### src/rtl/cstate_ctl.sv
module cstate_ctl #(
  parameter int NUM_IRQ     = 24,
  parameter int RESTORE_CYC = 4
) (
  input  logic               clk,
  input  logic               rst_n,
  input  logic               lvl2_rd,
  input  logic               deep_req,
  input  logic               halt_ent,
  input  logic               halt_exit,
  input  logic               stpgnt,
  input  logic               ferr_n,
  input  logic               pbe_en,
  input  logic [NUM_IRQ-1:0] irq_req,
  input  logic [NUM_IRQ-1:0] irq_mask,
  input  logic               nmi_smi_evt,
  input  logic               init_evt,
  output logic               stpclk_n,
  output logic [1:0]         cstate,
  output logic               ferr_out_n
);
  localparam int CW = $clog2(RESTORE_CYC + 1);
  localparam logic [1:0] ST_RUN  = 2'b00;
  localparam logic [1:0] ST_HALT = 2'b01;
  localparam logic [1:0] ST_WAIT = 2'b10;
  localparam logic [1:0] ST_STOP = 2'b11;
  localparam logic [CW-1:0] RLOAD = CW'(RESTORE_CYC);

  logic [1:0]    st, st_nx;
  logic          pend, pend_nx;
  logic          ferr_cap;
  logic [CW-1:0] rcnt;
  logic          ext_wake, pin_wake, leave_stop;

  assign ext_wake = (|(irq_req & ~irq_mask)) | nmi_smi_evt | init_evt;
  assign pin_wake = pbe_en & ~ferr_n;

  // deep_req is intentionally not decoded: deeper levels stay in C0
  always_comb begin
    st_nx   = st;
    pend_nx = pend;
    case (st)
      ST_RUN: begin
        pend_nx = 1'b0;
        if (lvl2_rd)       st_nx = ST_WAIT;
        else if (halt_ent) st_nx = ST_HALT;
      end
      ST_HALT: if (halt_exit) st_nx = ST_RUN;
      ST_WAIT: begin
        pend_nx = pend | ext_wake;
        if (stpgnt) st_nx = (pend | ext_wake) ? ST_RUN : ST_STOP;
      end
      default: if (ext_wake | pin_wake) st_nx = ST_RUN;
    endcase
  end

  assign leave_stop = st[1] & (st_nx == ST_RUN);

  always_ff @(posedge clk or negedge rst_n) begin
    if (!rst_n) begin
      st       <= ST_RUN;
      pend     <= 1'b0;
      ferr_cap <= 1'b1;
      rcnt     <= '0;
    end else begin
      st   <= st_nx;
      pend <= pend_nx;
      if (st == ST_RUN && lvl2_rd) ferr_cap <= ferr_n;
      if (leave_stop)      rcnt <= RLOAD;
      else if (rcnt != 0)  rcnt <= rcnt - 1'b1;
    end
  end

  assign cstate     = st;
  assign stpclk_n   = ~st[1];
  assign ferr_out_n = (st[1] || rcnt != 0) ? ferr_cap : ferr_n;
endmodule

### config.mk
export PLATFORM = sky130hd
export DESIGN_NAME = cstate_ctl
export DESIGN_NICKNAME = d
export VERILOG_FILES = /design/src/rtl/cstate_ctl.sv
export SDC_FILE = /design/constraint.sdc
export NUM_CORES = 1
export LEC_CHECK = 0
export BUFFER_PORTS_ARGS = -buffer_cell sky130_fd_sc_hd__buf_2
export CAP_MARGIN = 10
export CELL_PAD_IN_SITES_DETAIL_PLACEMENT = 1
export CELL_PAD_IN_SITES_GLOBAL_PLACEMENT = 1
export CORE_ASPECT_RATIO = 1.25
export CORE_UTILIZATION = 25
export DETAILED_ROUTE_END_ITERATION = 10
export GPL_TIMING_DRIVEN = 0
export PLACE_DENSITY = 0.85
export SYNTH_ARGS = -nofsm -noshare
export SYNTH_HDL_FRONTEND = slang
export SYNTH_SLANG_ARGS = --single-unit
### constraint.sdc
create_clock -name clk -period 1.7 [get_ports clk]
set_input_delay 0.255 -clock clk [delete_from_list [all_inputs] [get_ports clk]]
set_output_delay 0.255 -clock clk [all_outputs]
set_load 0.005 [all_outputs]
==> results of run 1 <==
[final cells by class]
cell class              count  area [µm²]  share of cell area
clock buffers               4        26.3              0.0222
inverters                  18        67.6              0.0572
flip-flops and latches      7         176               0.149
multi-input cells          56         504               0.427
plain buffers               1        5.00             0.00424
well taps                  34        42.5              0.0360
repair buffers             67         359               0.304
[per-stage QoR]
stage	hold WS [ps]	util	power [mW]	cell area, µm²
final	286	0.436	1.11	1180
after global routing	277	0.436	1.20	1180
after CTS	283	0.435	1.11	1180
after detailed placement	93.7	0.397	0.796	1070
after global placement	88.4	0.397	0.745	1070
after floorplan	-40.6	-	0.614	726
[state kept, by name, summed over array words and instances, names as in the netlist]
signal / count
rcnt: 3
pend: 1
cstate: 2
ferr_cap: 1
[cell families after synthesis]
logic type      count (synthesis)  synth area share
fa+ha+maj                       2            0.0345
simple gates                   30             0.260
compound gates                 20             0.300
buf+inv                        20             0.105
flops                           7             0.243
mux                             3            0.0448
xor+xnor                        1            0.0121
[per-layer routing]
metal  wire [µm]  global-route usage  vias to the layer above  share of wire
li1            -                   -                      420              -
met4           3              0.0500                        0         0.0014
met3         160              0.0343                        2          0.077
met2        1230               0.303                       47           0.59
met5           0                   0                        -              0
met1         692               0.132                      403           0.33
[how the worst min path moves through the flow]
stage                      start        end  slack (ps)  cells past startpoint
after global placement     rst_n  cstate[1]          90                      1
final                     ferr_n   ferr_cap         290                      2
after global routing      ferr_n   ferr_cap         280                      2
after floorplan            rst_n  cstate[0]         -40                      0
after detailed placement   rst_n  cstate[0]          90                      1
after CTS                 ferr_n   ferr_cap         280                      2
[repair_timing]
action / CTS / global route
buffers inserted: 4 / 1
setup endpoints to repair: 1 / 2
endpoints found under the hold margin: 6 / 0
hold buffers: 1 / 0
pin swaps: 2 / 2
resized for setup: 9 / 0
[report_power, final]
| part | switching (mW) | total (mW) | internal (mW) |
|---|---|---|---|
| sequential | 0.0547 | 0.298 | 0.243 |
| clock | 0.0567 | 0.146 | 0.0893 |
| combinational | 0.289 | 0.671 | 0.382 |
| total | 0.400 | 1.11 | 0.714 |
[cell usage after synthesis (all sizes together)]
cell,instances
nor2,9
a31oi,1
dfstp,1
xnor2,1
nand2b,3
nor3,1
nand4,1
a2111oi,3
dfrtp,6
nor2b,9
a22o,1
or4,1
nand2,3
or2,1
and2,1
o31ai,2
buf,1
a211oi,1
a21oi,2
o21ai,1
inv,18
nor3b,1
a31o,2
mux2i,1
ha,2
o221ai,1
a21o,1
o22ai,4
o211a,1
clkbuf,1
mux2,2
==> metrics.md, run 1 <==
| Metric | Value |
|---|---|
| Wire per inst | 11.2 µm |
| Critical path's slowest cell | dfrtp_1 |
| Area leader, netlist | dfrtp_1 |
| Sink Count | 7 |
| Total Neg Setup Slack | 0 ps |
| Final Hold Fails | 0 |
| Reg2Reg Launch Point | cstate[0] |
| FMAX | around 0.6 GHz |
| Mapped Nets | 144 |
| Mean Syn Cell Area | 8.74 µm² |
| Pwr per Cell Area | around 940 nW/µm² |
| Htree depth | 1 |
| Critical Path RT | 1440 ps |
| Area grow syn2layout | 62.8% |
| Die H | 62.2 µm |
| Synth Register Bits | 7 |
| Pre-CTS setup slack | ~81 ps |
| Max-slew headroom | 0.796 |
| Worst-Skew Late Latency | ~240 ps |
| Reg clk slew, reported paths | 50 ps |
| Starting density of the core | 0.268 |
| Most frequent cells in the layout | 61 x buf_2, 15 x inv_1, 8 x nor2_1, 7 x nor2b_1, 6 x dfrtp_1 |
| Most common cell after layout, fill and taps aside | buf_2 |
| Port Buf Inserts | 61 |
| Filler Cell Count | 345 |
| Final Skew | 2.18 ps |
| Kind of start point of the critical path | flop |
| GP Congestion | 0.832 |
| Post-route setup slack | roughly 13 ps |
| VDD IR max | 472 µV |
| Num ports | 63 |
| Status | finished clean |
| Cell Area, Synth | 726 µm² |
| Worst slew pin tran | 306 ps |
| Gr usage total | 0.148 |
| R2R depth | 5 |
| Post-route minimum period | 1690 ps |
| Worst setup startpoint | rcnt[1] |
| Slew Viols, Final | 0 |
| CTS Buf Count | 3 |
| YS warnings | 0 |
| CP max stage delay | between 300 and 400 ps |
| Setup crit end kind | output pin |
| MaxCap Viol Count | 0 |
| Critical path type | reg2out |
| Share of cells above drive strength 1 | 0.582 |
| HP Class | in2reg |
| Worst path cell trace | inv_2 -> ha_4 -> nand2b_4 -> nor2_4 -> mux2_4 -> buf_6 |
| RSZ-0062 raised after global routing | yes |
| CTS tree | done |
| CP delay by family, top | flip-flops |
| Layout net count | 215 |
| Worst Path Buf+Inv | 2 |
| Synth top area share | 0.207 |
| Initial antenna violation count | 0 |
| Antenna Nets Post-Route | 0 |
| DR vias/cell | 4.66 |
| CP Depth | 6 |
| Largest net degree at the start of global routing | 11 |
| Vias | 872 |
| Hpwl dp | about 1.9 mm |
| Site Rows | 21 |
| CTS root buf | clkbuf_4 |
| Max FO, Critical Path | 2 |
| Post-route DRC | 0 |
| First-pass iteration count of the detailed router | 2 |
| First-pass GRT wire length | 3.64 mm |
| Die width | between 50 and 60 µm |
| Post-Route WL | ~2.1 mm |
| Die area | 3120 µm² |
| Final Cycle Share | 0.992 |
| Sequential area share after synthesis | 0.243 |
| Largest cells by area after synthesis | dfrtp_1 21%, a2111oi_4 11%, inv_1 8.8%, nor2b_1 6.0%, nor2_1 4.7% |
| # placed instances | 178 |
| Leak Pwr | 0.639 nW |
| Worst Setup EP | ferr_out_n |
| Global route overflow | 0 |
| Core Area | 2710 µm² |
| Reg-to-Reg End | rcnt[1] |
| Vias in the first global route | 951 |
| Flop-to-flop setup slack | around 240 ps |
| Layout Cells excl Fill | 187 |
| WP data arrival | 1430 ps |
| Syn Inst Count | slightly above 80 |
| Clock Path Buffers | 2 |
| Final setup violation count | 0 |
| Inserted Diodes | 0 |
| DRT iter0 DRCs | 10 |
| Unique masters post-synth | 34 |
No activity file was read; power rests on OpenSTA's default activity.
==> inputs of run 2 (changes only) <==
BUFFER_PORTS_ARGS = -buffer_cell sky130_fd_sc_hd__buf_4   (was -buffer_cell sky130_fd_sc_hd__buf_2)
==> run 2 against run 1 <==
The run now ends with setup timing left. First-iteration DRC count decreased by 60%. Sequential power grew 2%. Register-to-register slack got worse by 120 ps. Critical path depth stayed put. Die area unchanged. Count of clock-buffer cells in the layout stayed put. Flip-flop and latch count is the same. Non-clock buffer count grew 3. Clock skew increased by 5.3 ps. Via count rose by 0.57%. Fmax shrank 0.92%. Setup slack got worse by 16 ps. Critical endpoint unchanged.
==> metrics.md, run 2 (synthesis gave the netlist of run 1 again) <==
| Metric | Value |
|---|---|
| Pre-CTS setup slack | 91.7 ps (was 80.9 ps) |
| Core Area | 2710 µm² (unchanged) |
| Die area | 3120 µm² (unchanged) |
| Die H | 62.2 µm (unchanged) |
| RSZ-0062 raised after global routing | yes (unchanged) |
| Share of cells above drive strength 1 | 0.596 (was 0.582) |
| GP Congestion | 0.840 (was 0.832) |
| DR vias/cell | 4.62 (was 4.66) |
| Hpwl dp | 1.92 mm (was 1.86 mm) |
| Global route overflow | 0 (unchanged) |
| Inserted Diodes | 0 (unchanged) |
| Critical Path RT | 1440 ps (about the same) |
| Status | finished with violations (was finished clean) |
| Largest register FFs | 3 (unchanged) |
| Final setup violation count | 1 (was 0) |
| # placed instances | 178 (unchanged) |
| Final Power | 1.24 mW (was 1.11 mW) |
| Design Area, Final | 1360 µm² (was 1180 µm²) |
| Worst slew pin tran | 340 ps (was 306 ps) |
| Sink Count | 7 (unchanged) |
| Htree depth | 1 (unchanged) |
| Largest net degree at the start of global routing | 11 (unchanged) |
| Critical path type | reg2out (unchanged) |
| VDD IR max | 487 µV (was 472 µV) |
| Final Skew | 7.51 ps (was 2.18 ps) |
| Leak Pwr | 0.710 nW (was 0.639 nW) |
| DRT iter0 DRCs | 4 (was 10) |
| Hold slack | 245 ps (was 286 ps) |
| CP max stage delay | 390 ps (about the same) |
| Failing checks | setup timing |
| Port Buf Inserts | 61 (unchanged) |
| Critical path's slowest cell | dfrtp_1 (unchanged) |
| Post-route minimum period | 1700 ps (was 1690 ps) |
| Reg clk slew, reported paths | 60 ps (was 50 ps) |
| Worst-Skew Late Latency | 260 ps (was 240 ps) |
| Gr usage total | 0.157 (was 0.148) |
| Most frequent cells in the layout | 68 x buf_4, 15 x inv_1, 8 x nor2_1, 7 x nor2b_1, 6 x dfrtp_1 (was 61 x buf_2, 15 x inv_1, 8 x nor2_1, 7 x nor2b_1, 6 x dfrtp_1) |
| Most common cell after layout, fill and taps aside | buf_4 (was buf_2) |
| Wire per inst | 12.1 µm (was 11.2 µm) |
| Setup crit end kind | output pin (unchanged) |
| HP Class | in2reg (unchanged) |
| Max FO, Critical Path | 2 (unchanged) |
| Max-slew headroom | 0.774 (was 0.796) |
| WP data arrival | 1450 ps (was 1430 ps) |
| First-pass iteration count of the detailed router | 3 (was 2) |
| Slew Viols, Final | 0 (unchanged) |
| Num ports | 63 (unchanged) |
| Worst path cell trace | inv_2 -> ha_4 -> nand2b_4 -> nor2_4 -> mux2_4 -> buf_6 (unchanged) |
| Vias | 877 (was 872) |
| Area grow syn2layout | 87.6% (was 62.8%) |
| Vias in the first global route | 970 (was 951) |
| Antenna Nets Post-Route | 0 (unchanged) |
| Layout Cells excl Fill | 190 (was 187) |
| Layout net count | 218 (was 215) |
| CTS Buf Count | 3 (unchanged) |
| Final Cycle Share | 1.00 (was 0.992) |
| Clock Path Buffers | 2 (unchanged) |
| Pwr per Cell Area | 913 nW/µm² (was 944 nW/µm²) |
| Kind of start point of the critical path | flop (unchanged) |
| Post-route setup slack | -2.51 ps (was 13.1 ps) |
| Final Hold Fails | 0 (unchanged) |
| Starting density of the core | 0.268 (unchanged) |
| CTS tree | done (unchanged) |
| FMAX | 0.587 GHz (was 0.593 GHz) |
| CTS root buf | clkbuf_4 (unchanged) |
| Post-route DRC | 0 (unchanged) |
| Die width | 50.2 µm (unchanged) |
| Largest reg by FF count | rcnt (unchanged) |
| Site Rows | 21 (unchanged) |
| First-pass GRT wire length | 3.84 mm (was 3.64 mm) |
| MaxCap Viol Count | 0 (unchanged) |
| Post-Route WL | 2.31 mm (was 2.09 mm) |
| Placement Cell Area | 1230 µm² (was 1070 µm²) |
| Initial antenna violation count | 0 (unchanged) |
[run 2: cell count changes in the layout (fill, tap and decap cells not counted), sizes merged]
cell and delta:
buf +3
[run 2: worst max-delay path, delay by kind of cell (launching register included)]
kind / cells / cell delay, ps
AND/OR/NAND/NOR: 2 / 150
flip-flops: 1 / 390
adder cells (fa/ha/maj): 1 / 140
buffers and inverters: 2 / 190
multiplexers: 1 / 310
[run 2: per-layer routing]
metal | part of all wire | wire, µm | vias to the layer above | GRT usage
met3 | 0.088 | 202 | 2 | 0.0368
met4 | 0.0065 | 15 | 0 | 0.0429
met2 | 0.59 | 1370 | 47 | 0.322
met5 | 0 | 0 | - | 0
li1 | - | - | 424 | -
met1 | 0.31 | 715 | 404 | 0.145
[run 2: through the flow]
step                      utilization  TNS [ps]
after floorplan                     -         0
after global placement          0.453         0
after detailed placement        0.453         0
after CTS                       0.499     -37.3
after global routing            0.503     -49.5
final                           0.503     -2.51
[run 2: worst paths after layout]
path                              start         end  slack [ps]  depth (start not counted)
worst max-delay path            rcnt[1]  ferr_out_n          -3                          6
worst min-delay path             ferr_n    ferr_cap         240                          2
worst max register to register  rcnt[1]     rcnt[0]         120                          9
worst min register to register     pend        pend         530                          2
max in group asynchronous         rst_n    ferr_cap        1150                          2
min in group asynchronous         rst_n     rcnt[1]         340                          2
[run 2: layout make-up]
| cell class | count | area (µm²) |
|---|---|---|
| Fill cell | 338 | 1350 |
| Timing Repair Buffer | 70 | 532 |
| Clock buffer | 4 | 26.3 |
| Multi-Input combinational cell | 56 | 512 |
| Buffer | 1 | 5.00 |
| Inverter | 18 | 67.6 |
| Sequential cell | 7 | 176 |
| Tap cell | 34 | 42.5 |
[run 2: repair_timing]
| action | 4_1_cts | 5_1_grt |
|---|---|---|
| gates cloned | 0 | 0 |
| hold buffers | 1 | 0 |
| setup buffers | 7 | 2 |
| endpoints found under the hold margin | 7 | 0 |
| resized for setup | 9 | 1 |
| pin swaps | 2 | 2 |
| endpoints found under the setup margin | 1 | 3 |
[run 2: power breakdown]
part / switching, mW / leakage [nW] / total (mW) / internal, mW
clock network: 0.0661 / 0.0150 / 0.156 / 0.0899
logic: 0.310 / 0.612 / 0.784 / 0.474
registers: 0.0597 / 0.0832 / 0.303 / 0.243
total: 0.436 / 0.710 / 1.24 / 0.807
